[config.mk]
export PLATFORM = sky130hd
export DESIGN_NAME = cfgio_window
export DESIGN_NICKNAME = d
export VERILOG_FILES = /design/src/rtl/cfgio_pkg.sv /design/src/rtl/cfgio_lane_pick.sv /design/src/rtl/cfgio_rd_steer.sv /design/src/rtl/cfgio_ctrl.sv /design/src/rtl/cfgio_window.sv
export SDC_FILE = /design/constraint.sdc
export NUM_CORES = 1
export LEC_CHECK = 0
export ABC_AREA = 1
export BUFFER_PORTS_ARGS = -buffer_cell sky130_fd_sc_hd__buf_2
export CAP_MARGIN = 20
export CELL_PAD_IN_SITES_DETAIL_PLACEMENT = 0
export CELL_PAD_IN_SITES_GLOBAL_PLACEMENT = 2
export CORE_ASPECT_RATIO = 1.5
export CORE_UTILIZATION = 24
export DETAILED_ROUTE_END_ITERATION = 7
export GPL_ROUTABILITY_DRIVEN = 0
export HOLD_SLACK_MARGIN = 0.12
export PLACE_DENSITY_LB_ADDON = 0.1
export SKIP_CTS_REPAIR_TIMING = 1
export SLEW_MARGIN = 25
export SYNTH_ARGS = -nofsm -noshare
export SYNTH_HDL_FRONTEND = slang
export SYNTH_SLANG_ARGS = --single-unit
[constraint.sdc]
create_clock -name clk -period 1.4 [get_ports clk]
set_input_delay 0.28 -clock clk [delete_from_list [all_inputs] [get_ports clk]]
set_output_delay 0.28 -clock clk [all_outputs]
set_load 0.005 [all_outputs]
[src/rtl/cfgio_pkg.sv]
package cfgio_pkg;
  typedef enum logic [1:0] {
    CYC_CFG_RD = 2'd0,
    CYC_CFG_WR = 2'd1,
    CYC_IO_RD  = 2'd2,
    CYC_IO_WR  = 2'd3
  } cyc_t;
endpackage

[src/rtl/cfgio_lane_pick.sv]
// Index of the lowest enabled byte lane.
module cfgio_lane_pick #(
  parameter int NB = 4,
  localparam int OFS_W = $clog2(NB)
) (
  input  logic [NB-1:0]    be,
  output logic [OFS_W-1:0] ofs
);
  always_comb begin
    ofs = '0;
    for (int i = NB - 1; i >= 0; i--) begin
      if (be[i]) ofs = OFS_W'(i);
    end
  end
endmodule

[src/rtl/cfgio_rd_steer.sv]
// Keeps enabled lanes of returned data, zeroes the rest, forces ones on error.
module cfgio_rd_steer #(
  parameter int DATA_W = 32,
  localparam int NB = DATA_W / 8
) (
  input  logic [NB-1:0]     be,
  input  logic              err,
  input  logic [DATA_W-1:0] din,
  output logic [DATA_W-1:0] dout
);
  logic [DATA_W-1:0] mask;
  for (genvar g = 0; g < NB; g++) begin : g_lane
    assign mask[g*8 +: 8] = {8{be[g]}};
  end
  assign dout = err ? '1 : (din & mask);
endmodule

[src/rtl/cfgio_ctrl.sv]
module cfgio_ctrl
  import cfgio_pkg::*;
#(
  parameter int ADDR_W   = 12,
  parameter int DATA_W   = 32,
  parameter int IO_W     = 16,
  parameter int LATCH_OFS = 'h064,
  parameter int CFG_OFS  = 'h068,
  parameter int IO_OFS   = 'h06C,
  parameter int STAT_OFS = 'h070,
  localparam int NB = DATA_W / 8,
  localparam int OFS_W = $clog2(NB)
) (
  input  logic              clk,
  input  logic              rst,
  input  logic [ADDR_W-1:0] s_addr,
  input  logic              s_rd,
  input  logic              s_wr,
  input  logic [NB-1:0]     s_be,
  input  logic [DATA_W-1:0] s_wdata,
  output logic [DATA_W-1:0] s_rdata,
  output logic              s_ready,
  output logic              d_req,
  output cyc_t              d_type,
  output logic [DATA_W-1:0] d_addr,
  output logic [NB-1:0]     d_be,
  output logic [DATA_W-1:0] d_wdata,
  input  logic              d_ready,
  input  logic              d_err,
  input  logic [OFS_W-1:0]  lane_ofs,
  input  logic [DATA_W-1:0] steered
);
  localparam logic [ADDR_W-1:0] A_LATCH = ADDR_W'(LATCH_OFS);
  localparam logic [ADDR_W-1:0] A_CFG   = ADDR_W'(CFG_OFS);
  localparam logic [ADDR_W-1:0] A_IO    = ADDR_W'(IO_OFS);
  localparam logic [ADDR_W-1:0] A_STAT  = ADDR_W'(STAT_OFS);

  logic [DATA_W-1:0] latch_q;
  logic              err_q;
  logic              hit_latch, hit_cfg, hit_io, hit_stat, go;

  assign hit_latch = s_addr[ADDR_W-1:OFS_W] == A_LATCH[ADDR_W-1:OFS_W];
  assign hit_cfg   = s_addr[ADDR_W-1:OFS_W] == A_CFG[ADDR_W-1:OFS_W];
  assign hit_io    = s_addr[ADDR_W-1:OFS_W] == A_IO[ADDR_W-1:OFS_W];
  assign hit_stat  = s_addr[ADDR_W-1:OFS_W] == A_STAT[ADDR_W-1:OFS_W];
  assign go        = (s_rd || s_wr) && !s_ready && !d_req;

  always_ff @(posedge clk) begin
    if (rst) begin
      latch_q <= '0;
      err_q   <= 1'b0;
      d_req   <= 1'b0;
      d_type  <= CYC_CFG_RD;
      d_addr  <= '0;
      d_be    <= '0;
      d_wdata <= '0;
      s_ready <= 1'b0;
      s_rdata <= '0;
    end else begin
      s_ready <= 1'b0;
      if (d_req) begin
        if (d_ready) begin
          d_req   <= 1'b0;
          s_ready <= 1'b1;
          s_rdata <= d_type[0] ? '0 : steered;
          if (d_err) err_q <= 1'b1;
        end
      end else if (go) begin
        if (hit_cfg || hit_io) begin
          d_req   <= 1'b1;
          d_type  <= hit_io ? (s_wr ? CYC_IO_WR : CYC_IO_RD)
                            : (s_wr ? CYC_CFG_WR : CYC_CFG_RD);
          d_addr  <= hit_io ? {{(DATA_W-IO_W){1'b0}}, latch_q[IO_W-1:OFS_W], lane_ofs}
                            : {latch_q[DATA_W-1:OFS_W], lane_ofs};
          d_be    <= s_be;
          d_wdata <= s_wdata;
        end else begin
          s_ready <= 1'b1;
          if (s_rd && hit_latch)     s_rdata <= latch_q;
          else if (s_rd && hit_stat) s_rdata <= {{(DATA_W-1){1'b0}}, err_q};
          else                       s_rdata <= '0;
          if (s_wr && hit_latch) begin
            for (int i = 0; i < NB; i++) begin
              if (s_be[i]) latch_q[i*8 +: 8] <= s_wdata[i*8 +: 8];
            end
          end
          if (s_wr && hit_stat && s_be[0] && s_wdata[0]) err_q <= 1'b0;
        end
      end
    end
  end
endmodule

[src/rtl/cfgio_window.sv]
module cfgio_window
  import cfgio_pkg::*;
#(
  parameter int ADDR_W = 12,
  parameter int DATA_W = 32,
  parameter int IO_W   = 16,
  localparam int NB = DATA_W / 8,
  localparam int OFS_W = $clog2(NB)
) (
  input  logic              clk,
  input  logic              rst,
  input  logic [ADDR_W-1:0] s_addr,
  input  logic              s_rd,
  input  logic              s_wr,
  input  logic [NB-1:0]     s_be,
  input  logic [DATA_W-1:0] s_wdata,
  output logic [DATA_W-1:0] s_rdata,
  output logic              s_ready,
  output logic              d_req,
  output logic [1:0]        d_type,
  output logic [DATA_W-1:0] d_addr,
  output logic [NB-1:0]     d_be,
  output logic [DATA_W-1:0] d_wdata,
  input  logic              d_ready,
  input  logic              d_err,
  input  logic [DATA_W-1:0] d_rdata
);
  logic [OFS_W-1:0]  lane_ofs;
  logic [DATA_W-1:0] steered;
  cyc_t              type_q;

  cfgio_lane_pick #(.NB(NB)) u_pick (.be(s_be), .ofs(lane_ofs));

  cfgio_rd_steer #(.DATA_W(DATA_W)) u_steer (
    .be(d_be), .err(d_err), .din(d_rdata), .dout(steered)
  );

  cfgio_ctrl #(.ADDR_W(ADDR_W), .DATA_W(DATA_W), .IO_W(IO_W)) u_ctrl (
    .clk(clk), .rst(rst), .s_addr(s_addr), .s_rd(s_rd), .s_wr(s_wr),
    .s_be(s_be), .s_wdata(s_wdata), .s_rdata(s_rdata), .s_ready(s_ready),
    .d_req(d_req), .d_type(type_q), .d_addr(d_addr), .d_be(d_be),
    .d_wdata(d_wdata), .d_ready(d_ready), .d_err(d_err),
    .lane_ofs(lane_ofs), .steered(steered)
  );

  assign d_type = type_q;
endmodule

Word-level counts from Yosys, hierarchy flattened
Cells that the tools add are included.

Equal/unequal tests: 7. Bitwise gates (word level): 3. Reduce and logical (&&, ||, !) cells: 21. Multiplexer cells: 30.

Operators with widths (number): 32-bit 2-to-1 mux (8); 10-bit by 5-bit equality test with 1-bit output, second input constant (4); 32-bit bitwise AND (1); 5-bit AND reduction (5); 1-bit 2-to-1 mux (17); 2-bit 2-to-1 mux (5); 1-bit logical AND (8); 3-bit AND reduction (2); 2-bit != test, second input constant (2); 2-bit nonzero test (2); 1-bit zero test (2); 1-bit logical OR (2); 2-bit by 1-bit != test with 1-bit output, second input constant (1); 1-bit inverter (2).

Bits in registers: 137. Bits of input ports: 86. Logic and storage cells: 73. Output and inout port bits: 104.

Depth between registers and ports, before layout
Gate-level depths: netlist of run 1.

Depth after elaboration: 8. Depth in mapped cells: 11. Depth with buffers taken out: 11.

Hierarchy
Synthesis of run 1 repeated with hierarchy kept, for this count alone.

Cells, all modules: 923. Area, all modules: 6133.4 um^2.

Modules (own cells, without submodules): cfgio_ctrl (area each 5799.3 um^2, sequential area each 2742.6 um^2, times used 1, cells an instance 845); cfgio_rd_steer (area each 300.3 um^2, sequential area each 0.0 um^2, times used 1, cells an instance 72); cfgio_lane_pick (area each 33.8 um^2, sequential area each 0.0 um^2, times used 1, cells an instance 6).

Worst setup path before layout of run 1
Ideal clock, no wire load.

Path kind: reg-to-reg. Start: reg u_ctrl.d_req. End: reg u_ctrl.d_be[1]. Slack: 0.083 ns. Data required time: 1.284 ns. Period minus slack after synthesis: 1.317 ns. Data arrival time: 1.201 ns. Setup time: 0.116 ns. Cell stages (with the launch flop): 10. Cell sequence: dfxtp_1 -> nor2_1 -> o21ai_2 -> inv_4 -> nand2_4 -> inv_2 -> buf_6 -> buf_6 -> o21ai_0 -> nor2_1.

Cells in the longest elaborated chain, start to end: 3. Elaborated cells between the ends (all ways): 4. Classes of those cells: bitwise (1); reduce/logical (3).

Ends and longest elaborated chain: start, declared (RTL line cfgio_ctrl.sv:23) `output logic d_req,`; start signal, assigned (RTL line cfgio_ctrl.sv:52) `d_req <= 1'b0;`; start signal, assigned (RTL line cfgio_ctrl.sv:63) `d_req <= 1'b0;`; start signal, assigned (RTL line cfgio_ctrl.sv:70) `d_req <= 1'b1;`; 1-bit zero test (RTL line cfgio_ctrl.sv:46) `assign go = (s_rd || s_wr) && !s_ready && !d_req;`; 1-bit logical AND (RTL line cfgio_ctrl.sv:46); 3-bit AND reduction (no line) (*); end signal, assigned (RTL line cfgio_ctrl.sv:55) `d_be <= '0;`; end signal, assigned (RTL line cfgio_ctrl.sv:75) `d_be <= s_be;`; end, declared (RTL line cfgio_ctrl.sv:26) `output logic [NB-1:0] d_be,`.

Mark *: on every way between the ends. The rest lies on a longest branch, timed or not. A chain may end at the register's enable or synchronous reset.

Final worst setup path of run 1
Start: reg u_ctrl.d_be[3]. End: out d_be[3].

RTL lines: end, declared (RTL line cfgio_window.sv:22) `output logic [NB-1:0] d_be,`.

No word-level cell between the ends.

==> impl_results.md, run 1 <==
- CTS Buffer Depth: 2
- Initial Utilization: 24.4%
- Final count of pins violating max slew: 0
- Port bufs: 187
- Clk Latency, worst-skew pair: 420 ps
- Global-route wire length before repair: 30.9 mm
- Crit end category: output port
- Crit start category: flip-flop
- Worst endpoint required time: 1120 ps
- Worst Path Max Fanout: 9
- # IOs: 190
- Clock skew: 8.35 ps
- F_max: 736 MHz
- Post-Synthesis Cells: 857
- Fillcell total: 2780
- Tot Pwr: 9.31 mW
- Syn Area/Cell: 6.93 sq um
- H-tree levels: 4
- Gate power share: 8.6%
- Largest stage delay, worst path: 380 ps
- WL/cell: 14.8 microns
- Largest net degree at the start of global routing: 40
- CTS tree: done
- Setup TNS Final: 0 ps
- DRC viols: 0
- Static Leak: 3.91 nW
- P&R area growth vs syn: 42.2%
- GR Util met1: 21.7%
- Met2 Resource Use GR: 25.1%
- M3 GR Usage: 4.29%
- Slew HR: 78.9%
- # setup viols final: 0
- Ratio of cells with drive above 1 in the final layout: 30.0%
- Netlist cell types: 29
- Total vias in the final route: 5859
- Worst path slowest cell: dfxtp_4
- Area of the mapped netlist: 5940 sq um
- DP HPWL: 14.8 mm
- Grt ovf: 0
- Detailed Route Iter0 Violations: 169
- P_sw: 2.21 mW
- Slew @ Worst Pin: 315 ps
- RSZ-0062 raised after global routing: true
- Final hold vios: 0
- Period utilisation layout: 97.0%
- Syn Nets: 943
- CTS sink cnt: 137
- Drt first pass iters: 4
- Die area: 25400 sq um
- Internal power: 7.09 mW
- Layer with the highest usage: met2
- Horiz. Die Dim: 130 microns
- Syn. warnings: 0
- Number of global-route vias before repair: 5602
- Outcome: finished, final reports clean
- Synth Register Bits: 137
- Height of the die: 195 microns
- Max VDD drop: 0.833 mV
- Power density over the cells: 1100 nW/um^2
- Total GRT Usage: 16.1%
- ANT nets after route: 0
- Sw frac: 23.8%
- Sequential share of the synthesized area: 46.2%
- Critical Path AT: 1080 ps
- Critical setup path kind: flip-flop to output port
- FP Rows: 70
- Post-layout min period: 1360 ps
- # Max-Cap Violations: 0
- Sequential share of power: 43.0%
- Worst path cell trace: buf_4 > buf_2
- Initial antenna violation count: 2
- Clock transition at path regs: 60 ps
- Root Buffer: clkbuf_16
- Core area: 24300 sq um
- Clk pwr share: 48.4%
- Drt total wl: 20.7 mm
- Post-DR vias/cell: 4.19
- Nets: 1148
- Num CTS Buffers: 17
- Worst min path class: primary input to flip-flop
per-layer routing:
metal,share of wire (%),up-vias
met5,0.048,-
met4,0.98,2
met3,4.8,16
met2,46,122
met1,48,2607
li1,-,3112
cell usage after synthesis (all sizes together):
cell type / number / share of area, %
nand2: 246 / 16
nor2: 181 / 13
dfxtp: 137 / 46
o21ai: 113 / 9.6
a21oi: 54 / 4.6
inv: 54 / 3.5
clkbuf: 28 / 2.0
buf: 26 / 3.5
nand3: 11 / 1.2
a211oi: 2 / 0.25
nor3: 2 / 0.17
nand4: 1 / 0.11
o21bai: 1 / 0.13
or2: 1 / 0.11
worst paths after layout:
check / startpoint / to / slack (ps) / cells past startpoint
hold / removal: s_wdata[18] / u_ctrl.d_wdata[18] / 110 / 3
hold reg to reg: u_ctrl.d_addr[19] / u_ctrl.d_addr[19] / 460 / 2
setup / recovery: u_ctrl.d_be[3] / d_be[3] / 40 / 2
setup reg to reg: u_ctrl.d_req / u_ctrl.s_rdata[23] / 50 / 9
cell usage in the layout, fill, tap and decap left out, drive strengths merged:
cell / instances
a211oi: 2
a21oi: 54
buf: 226
bufinv: 2
clkbuf: 25
clkinv: 8
clkinvlp: 4
dfxtp: 137
diode: 1
dlygate4sd3: 9
inv: 52
nand2: 246
nand3: 11
nand4: 1
nor2: 181
nor3: 2
o21ai: 113
o21bai: 1
or2: 1
stage by stage:
stage / worst slack (ps) / util [%] / hold slack [ps] / cells / instance area (sq um)
final: 42.0 / 34.7 / 115 / 1400 / 8440
after global routing: -26.2 / 34.7 / 120 / 1399 / 8440
after floorplan: 82.6 / - / 358 / 857 / 5940
after global placement: -153 / 30.6 / 452 / 1352 / 7450
after CTS: -148 / 33.0 / 77.8 / 1384 / 8040
after detailed placement: -196 / 30.6 / 456 / 1352 / 7450
flip-flops by register name (all words and copies together) (netlist names):
signal and count:
u_ctrl.latch_q 32, u_ctrl.d_be 4, u_ctrl.s_rdata 32, u_ctrl.d_addr 32, u_ctrl.d_req 1, u_ctrl.d_wdata 32
u_ctrl.d_type 2, u_ctrl.err_q 1, u_ctrl.s_ready 1
cell families (layout without fill, tap and decap cells):
kind of cell,Yosys count,in the layout,synth area share [%]
and+or+nand+nor,442,442,30.3
DFF,137,137,46.2
buffers and inverters,108,326,8.94
AOI/OAI and AO/OA,170,170,14.5
other,0,1,0
area by class of cell:
| cell class | instances | area, sq um | share of cell area, % |
|---|---|---|---|
| Timing Repair Buffer | 240 | 1680 | 19.9 |
| Multi-Input combinational cell | 612 | 2790 | 33.0 |
| Antenna cell | 1 | 2.50 | 0.0296 |
| Clock buffer | 20 | 467 | 5.53 |
| Inverter | 54 | 221 | 2.62 |
| Sequential cell | 137 | 2760 | 32.6 |
| Tap cell | 324 | 405 | 4.80 |
| Clock inverter | 12 | 124 | 1.47 |
critical path: cells and delay by family (launching register included):
kind	cells	cell delay [ps]
flip-flops	1	380
buffers and inverters	2	270
power by group through the flow:
stage | sequential (mW) | clock (mW) | combinational [mW]
after CTS | 4.01 | 4.66 | 0.726
after detailed placement | 4.09 | 0 | 0.723
after global routing | 4.01 | 4.84 | 0.901
final | 4.00 | 4.50 | 0.800
after floorplan | 4.10 | 0 | 0.333
after global placement | 4.09 | 0 | 0.726
No activity file was read; power rests on OpenSTA's default activity.
==> run 2: changes to the inputs <==
CELL_PAD_IN_SITES_DETAIL_PLACEMENT = 1   (was 0)
CELL_PAD_IN_SITES_GLOBAL_PLACEMENT = 1   (was 2)
CORE_UTILIZATION = 32   (was 24)
==> run 2 against run 1 <==
  * Sequential power about the same
  * Clock power fell by 4.7%
  * Hold slack worse by 9.3 ps
  * Clock skew grew 5.3 ps
  * Cell area down 1.2%
  * Fmax down 2.5%
  * Count of clock-buffer cells in the layout fell by 2
==> impl_results.md, run 2 (synthesis gave the netlist of run 1 again) <==
- Max VDD drop: 0.607 mV (-27%)
- Core area: 18000 sq um (-26%)
- Most frequent cells in the layout: nand2_1, buf_2, nor2_1
- Post-placement cell count: 1243 (-8.1%)
- # IOs: 190 (unchanged)
- Crit start category: flip-flop
- Post-layout min period: 1390 ps (+35.3 ps)
- FP Rows: 60 (-14%)
- Finished Cell Area: 8340 sq um (-1.2%)
- Drt first pass iters: 4 (unchanged)
- Largest stage delay, worst path: 360 ps (-20 ps)
- CP most frequent cell: nor2_4
- Worst path cell trace: nor2_4 > o21ai_4 > clkinv_4 > nand3_4 > nor2_4 > buf_12 > nand2_4 > nand2_2 > nor2_1
- CP top delay family: simple AND/OR/NAND/NOR gates
- Detailed Route Iter0 Violations: 236 (+40%)
- H-tree levels: 4 (unchanged)
- Critical setup path kind: flip-flop to flip-flop
- Drt total wl: 20.6 mm (-0.55%)
- Grt ovf: 0 (unchanged)
- Hold EP: u_ctrl.latch_q[2]
- Post-DR vias/cell: 4.70 (+12%)
- Placement Setup Slack: -326 ps (-131 ps)
- Final Instance Count excl. Fillers: 1294 (-7.6%)
- Final hold vios: 0 (unchanged)
- DP HPWL: 14.1 mm (-5.1%)
- # Max-Cap Violations: 0 (unchanged)
- Num CTS Buffers: 17 (unchanged)
- WL/cell: 15.9 microns (+7.6%)
- Clock skew: 13.7 ps (+5.31 ps)
- CTS tree: done
- Flop-to-flop setup slack: 7 ps (-40 ps)
- Worst endpoint required time: 1710 ps (+590 ps)
- Worst min path class: primary input to flip-flop
- ANT nets after route: 0 (unchanged)
- Total GRT Usage: 20.4% (+4.2 points)
- CTS Buffer Depth: 2 (unchanged)
- Slew @ Worst Pin: 313 ps (-2.16 ps)
- Static Leak: 3.95 nW (+1.1%)
- Placed inst area: 7240 sq um (-2.8%)
- Port bufs: 187 (unchanged)
- CP Buf/Inv Count: 2 (unchanged)
- Reg2Reg Depth: 9 (unchanged)
- RSZ-0062 raised after global routing: true
- Initial antenna violation count: 2 (unchanged)
- Slew HR: 79.1% (+0.14 points)
- P&R area growth vs syn: 40.5%
- Root Buffer: clkbuf_16
- Clock transition at path regs: 70 ps (about the same)
- Largest net degree at the start of global routing: 47 (+18%)
- Outcome: finished, final reports clean
- Period utilisation layout: 99.5% (+2.5 points)
- Ratio of cells with drive above 1 in the final layout: 31.9% (+1.9 points)
- Nets: 1149 (+0.087%)
- Commonest non-fill, non-tap cell in the layout: nand2_1
- Power density over the cells: 1090 nW/um^2 (-1.5%)
- Height of the die: 169 microns (-13%)
- Hold WS: 106 ps (-9.32 ps)
- Critical Path AT: 1700 ps (+620 ps)
- CTS sink cnt: 137 (unchanged)
- Final count of pins violating max slew: 0 (unchanged)
- Reg-to-Reg Start: u_ctrl.s_ready
- Horiz. Die Dim: 113 microns (-13%)
- Clk Latency, worst-skew pair: 420 ps (about the same)
- R2R Path End: u_ctrl.latch_q[11]
- Worst Path Max Fanout: 8 (-1)
- Worst path slowest cell: dfxtp_4
- Total vias in the final route: 6080 (+3.8%)
- F_max: 718 MHz (-2.5%)
- Global-route wire length before repair: 30.8 mm (-0.62%)
- Die area: 19100 sq um (-25%)
- # setup viols final: 0 (unchanged)
- Final Util: 46.3% (+12 points)
- Crit end category: flip-flop
- CP startpoint: u_ctrl.s_ready
- Initial Utilization: 33.0% (+8.6 points)
- DRC viols: 0 (unchanged)
- Number of global-route vias before repair: 5982 (+6.8%)
- Final worst setup slack: 6.72 ps (-35.3 ps)
- Hold Startpoint: s_wdata[2]
- Hold path depth: 3 (unchanged)
[run 2: cell count changes in the layout (fill, tap and decap cells not counted), moves of 5 or more]
| cell | delta |
|---|---|
| nand2_1 | -13 |
| buf_4 | +7 |
| nand2_4 | +7 |
| o21ai_0 | -6 |
| clkinv_2 | -5 |
| nand2_2 | +7 |
| o21ai_1 | +5 |
| inv_6 | +6 |
| dlygate4sd3_1 | -6 |
[run 2: power breakdown]
group	internal [mW]	switching [mW]
clock network	2.34	1.95
registers	3.97	0.0375
logic	0.344	0.426
total	6.65	2.41
[run 2: worst max-delay path by stage]
stage	to	cells past startpoint
CTS	u_ctrl.latch_q[22]	8
floorplan	u_ctrl.d_be[1]	9
detailed placement	u_ctrl.latch_q[22]	12
global placement	u_ctrl.latch_q[20]	12
finish	u_ctrl.latch_q[11]	9
global route	u_ctrl.latch_q[14]	9
[run 2: worst min-delay path, delay by kind of cell]
family                 cells  cell delay (ps)
buffers and inverters      1               90
AND/OR/NAND/NOR            2              120
[run 2: final cells by class]
class / instances / area, sq um
clock buffer: 18 / 429
timing repair buffer: 240 / 1650
sequential: 137 / 2750
inverter: 54 / 226
tap: 217 / 272
fill: 2349 / 9670
antenna: 1 / 2.50
multi-input combinational: 613 / 2880
clock inverter: 14 / 126
[run 2: stage by stage]
stage / power (mW) / setup TNS, ps
finish: 9.07 / 0
global route: 9.43 / -1040
CTS: 9.12 / -6370
detailed placement: 4.79 / -19790
global placement: 4.78 / -17730
floorplan: 4.43 / 0
[run 2: routing by layer]
metal,routed length (microns),track usage (%),vias up
met2,10200,34.3,144
met3,850,4.37,22
li1,-,-,3104
met1,9260,26.4,2806
met4,211,4.98,4
met5,22,0,-
==> run 3: changes to the inputs <==
REMOVE_ABC_BUFFERS = 1   (was default)
==> run 3 against run 2 <==
  * The run now ends with setup timing left
  * Die area unchanged
  * Hold slack lost 2.1 ps
  * Via count rose by 1.2%
  * Count of clock-buffer cells in the layout up 2
  * Largest cell class unchanged
  * Largest power group unchanged
  * Highest routed layer is now met4
==> impl_results.md, run 3 (synthesis gave the netlist of run 1 again) <==
- Hold WS: 104 ps (-2.05 ps)
- Flop-to-flop setup slack: -50 ps (-60 ps)
- Worst min path class: primary input to flip-flop
- ANT nets after route: 0 (unchanged)
- Final Util: 46.4% (+0.076 points)
- Post-placement cell count: 1248 (+0.40%)
- Period utilisation layout: 103% (+4.0 points)
- Global-route wire length before repair: 32.2 mm (+4.7%)
- Slew HR: 76.4% (-2.7 points)
- # setup viols final: 8 (+8)
- Clock transition at path regs: 60 ps (about the same)
- Root Buffer: clkbuf_16
- Commonest non-fill, non-tap cell in the layout: nand2_1
- Setup TNS Final: -302 ps (-302 ps)
- Die area: 19100 sq um (unchanged)
- Placement Setup Slack: -223 ps (+104 ps)
- CTS tree: done
- CTS Buffer Depth: 2 (unchanged)
- Horiz. Die Dim: 113 microns (unchanged)
- Static Leak: 3.94 nW (-0.30%)
- H-tree levels: 4 (unchanged)
- Hold Startpoint: s_wdata[1]
- Diodes inserted: 0 (-1)
- CP Buf/Inv Count: 3 (+1)
- Nets: 1150 (+0.087%)
- Worst path cell trace: nor2_4 > o21ai_4 > inv_4 > buf_6 > nand3_4 > nor2_4 > buf_12 > nand2_2 > nand2_1 > nor2_1
- Grt ovf: 0 (unchanged)
- Height of the die: 169 microns (unchanged)
- Initial Utilization: 33.0% (unchanged)
- Total GRT Usage: 21.8% (+1.4 points)
- DRC viols: 0 (unchanged)
- Max VDD drop: 0.651 mV (+7.1%)
- Reg-to-Reg Start: u_ctrl.s_ready
- Final hold vios: 0 (unchanged)
- Num CTS Buffers: 17 (unchanged)
- Final Instance Count excl. Fillers: 1294 (unchanged)
- # IOs: 190 (unchanged)
- R2R Path End: u_ctrl.latch_q[25]
- # Max-Cap Violations: 0 (unchanged)
- Worst Path Max Fanout: 8 (unchanged)
- Critical Path AT: 1760 ps (+60 ps)
- RSZ-0062 raised after global routing: true
- Hold EP: u_ctrl.d_wdata[1]
- Initial antenna violation count: 0 (-2)
- Ratio of cells with drive above 1 in the final layout: 31.8% (about the same)
- Final worst setup slack: -48.6 ps (-55.3 ps)
- CP top delay family: simple AND/OR/NAND/NOR gates
- Post-DR vias/cell: 4.76 (+1.2%)
- Critical setup path kind: flip-flop to flip-flop
- Worst path slowest cell: dfxtp_2
- Failing checks: setup timing
- Power density over the cells: 1100 nW/um^2 (+1.5%)
- Total vias in the final route: 6155 (+1.2%)
- F_max: 690 MHz (-3.8%)
- Post-layout min period: 1450 ps (+55.3 ps)
- Drt first pass iters: 4 (unchanged)
- Final count of pins violating max slew: 0 (unchanged)
- Detailed Route Iter0 Violations: 205 (-13%)
- Placed inst area: 7330 sq um (+1.3%)
- Outcome: finished, violations left
- Crit end category: flip-flop
- CP most frequent cell: nor2_4
- Port bufs: 187 (unchanged)
- WL/cell: 16.4 microns (+3.3%)
- Reg2Reg Depth: 10 (+1)
- Clk Latency, worst-skew pair: 430 ps (about the same)
- FP Rows: 60 (unchanged)
- Largest stage delay, worst path: 330 ps (-30 ps)
- Hold path depth: 3 (unchanged)
- Crit start category: flip-flop
- Slew @ Worst Pin: 351 ps (+38.8 ps)
- Number of global-route vias before repair: 6200 (+3.6%)
- Finished Cell Area: 8360 sq um (+0.17%)
- DP HPWL: 14.2 mm (+0.92%)
- Drt total wl: 21.3 mm (+3.3%)
- Clock skew: 11.0 ps (-2.61 ps)
- Tot Pwr: 9.22 mW (+1.7%)
- Worst endpoint required time: 1710 ps (about the same)
- Largest net degree at the start of global routing: 72 (+53%)
- P&R area growth vs syn: 40.8%
- CTS sink cnt: 137 (unchanged)
- Core area: 18000 sq um (unchanged)
- Most frequent cells in the layout: nand2_1, buf_2, nor2_1
run 3: power breakdown:
part / internal (mW) / switching, mW / total (mW)
Combinational: 0.391 / 0.470 / 0.861
Sequential: 3.97 / 0.0377 / 4.01
Clock: 2.51 / 1.84 / 4.35
Total: 6.87 / 2.34 / 9.22
run 3: worst reg2reg max path, stage by stage, from the launching register on:
cell and delay (ps):
dfxtp_2 330, nor2_4 130, o21ai_4 80, inv_4 90, buf_6 110, nand3_4 60, nor2_4 220, buf_12 180
nand2_2 60, nand2_1 50, nor2_1 40
run 3: cell type report:
cell class | count | area, sq um
sequential | 137 | 2750
timing repair buffer | 242 | 1700
multi-input combinational | 612 | 2840
clock inverter | 12 | 118
tap | 217 | 272
clock buffer | 20 | 447
inverter | 54 | 226
fill | 2321 | 9660
run 3: worst max-delay path by stage:
| stage | end | cells after the start | startpoint | slack [ps] |
|---|---|---|---|---|
| CTS | u_ctrl.latch_q[25] | 10 | u_ctrl.d_req | -140 |
| detailed placement | u_ctrl.latch_q[25] | 13 | s_addr[6] | -220 |
| finish | u_ctrl.latch_q[25] | 10 | u_ctrl.s_ready | -50 |
| global route | u_ctrl.latch_q[25] | 10 | u_ctrl.s_ready | -110 |
| floorplan | u_ctrl.d_addr[2] | 3 | rst | -680 |
| global placement | u_ctrl.latch_q[28] | 13 | s_addr[6] | -180 |
run 3: routing by layer:
metal	GRT usage, %	share of wire (%)	wire [microns]	vias to the layer above
li1	-	-	-	3099
met1	24.3	41	8690	2906
met2	40.8	54	11400	134
met3	4.76	4.2	895	16
met4	6.41	1.2	246	0
met5	0	0	0	-
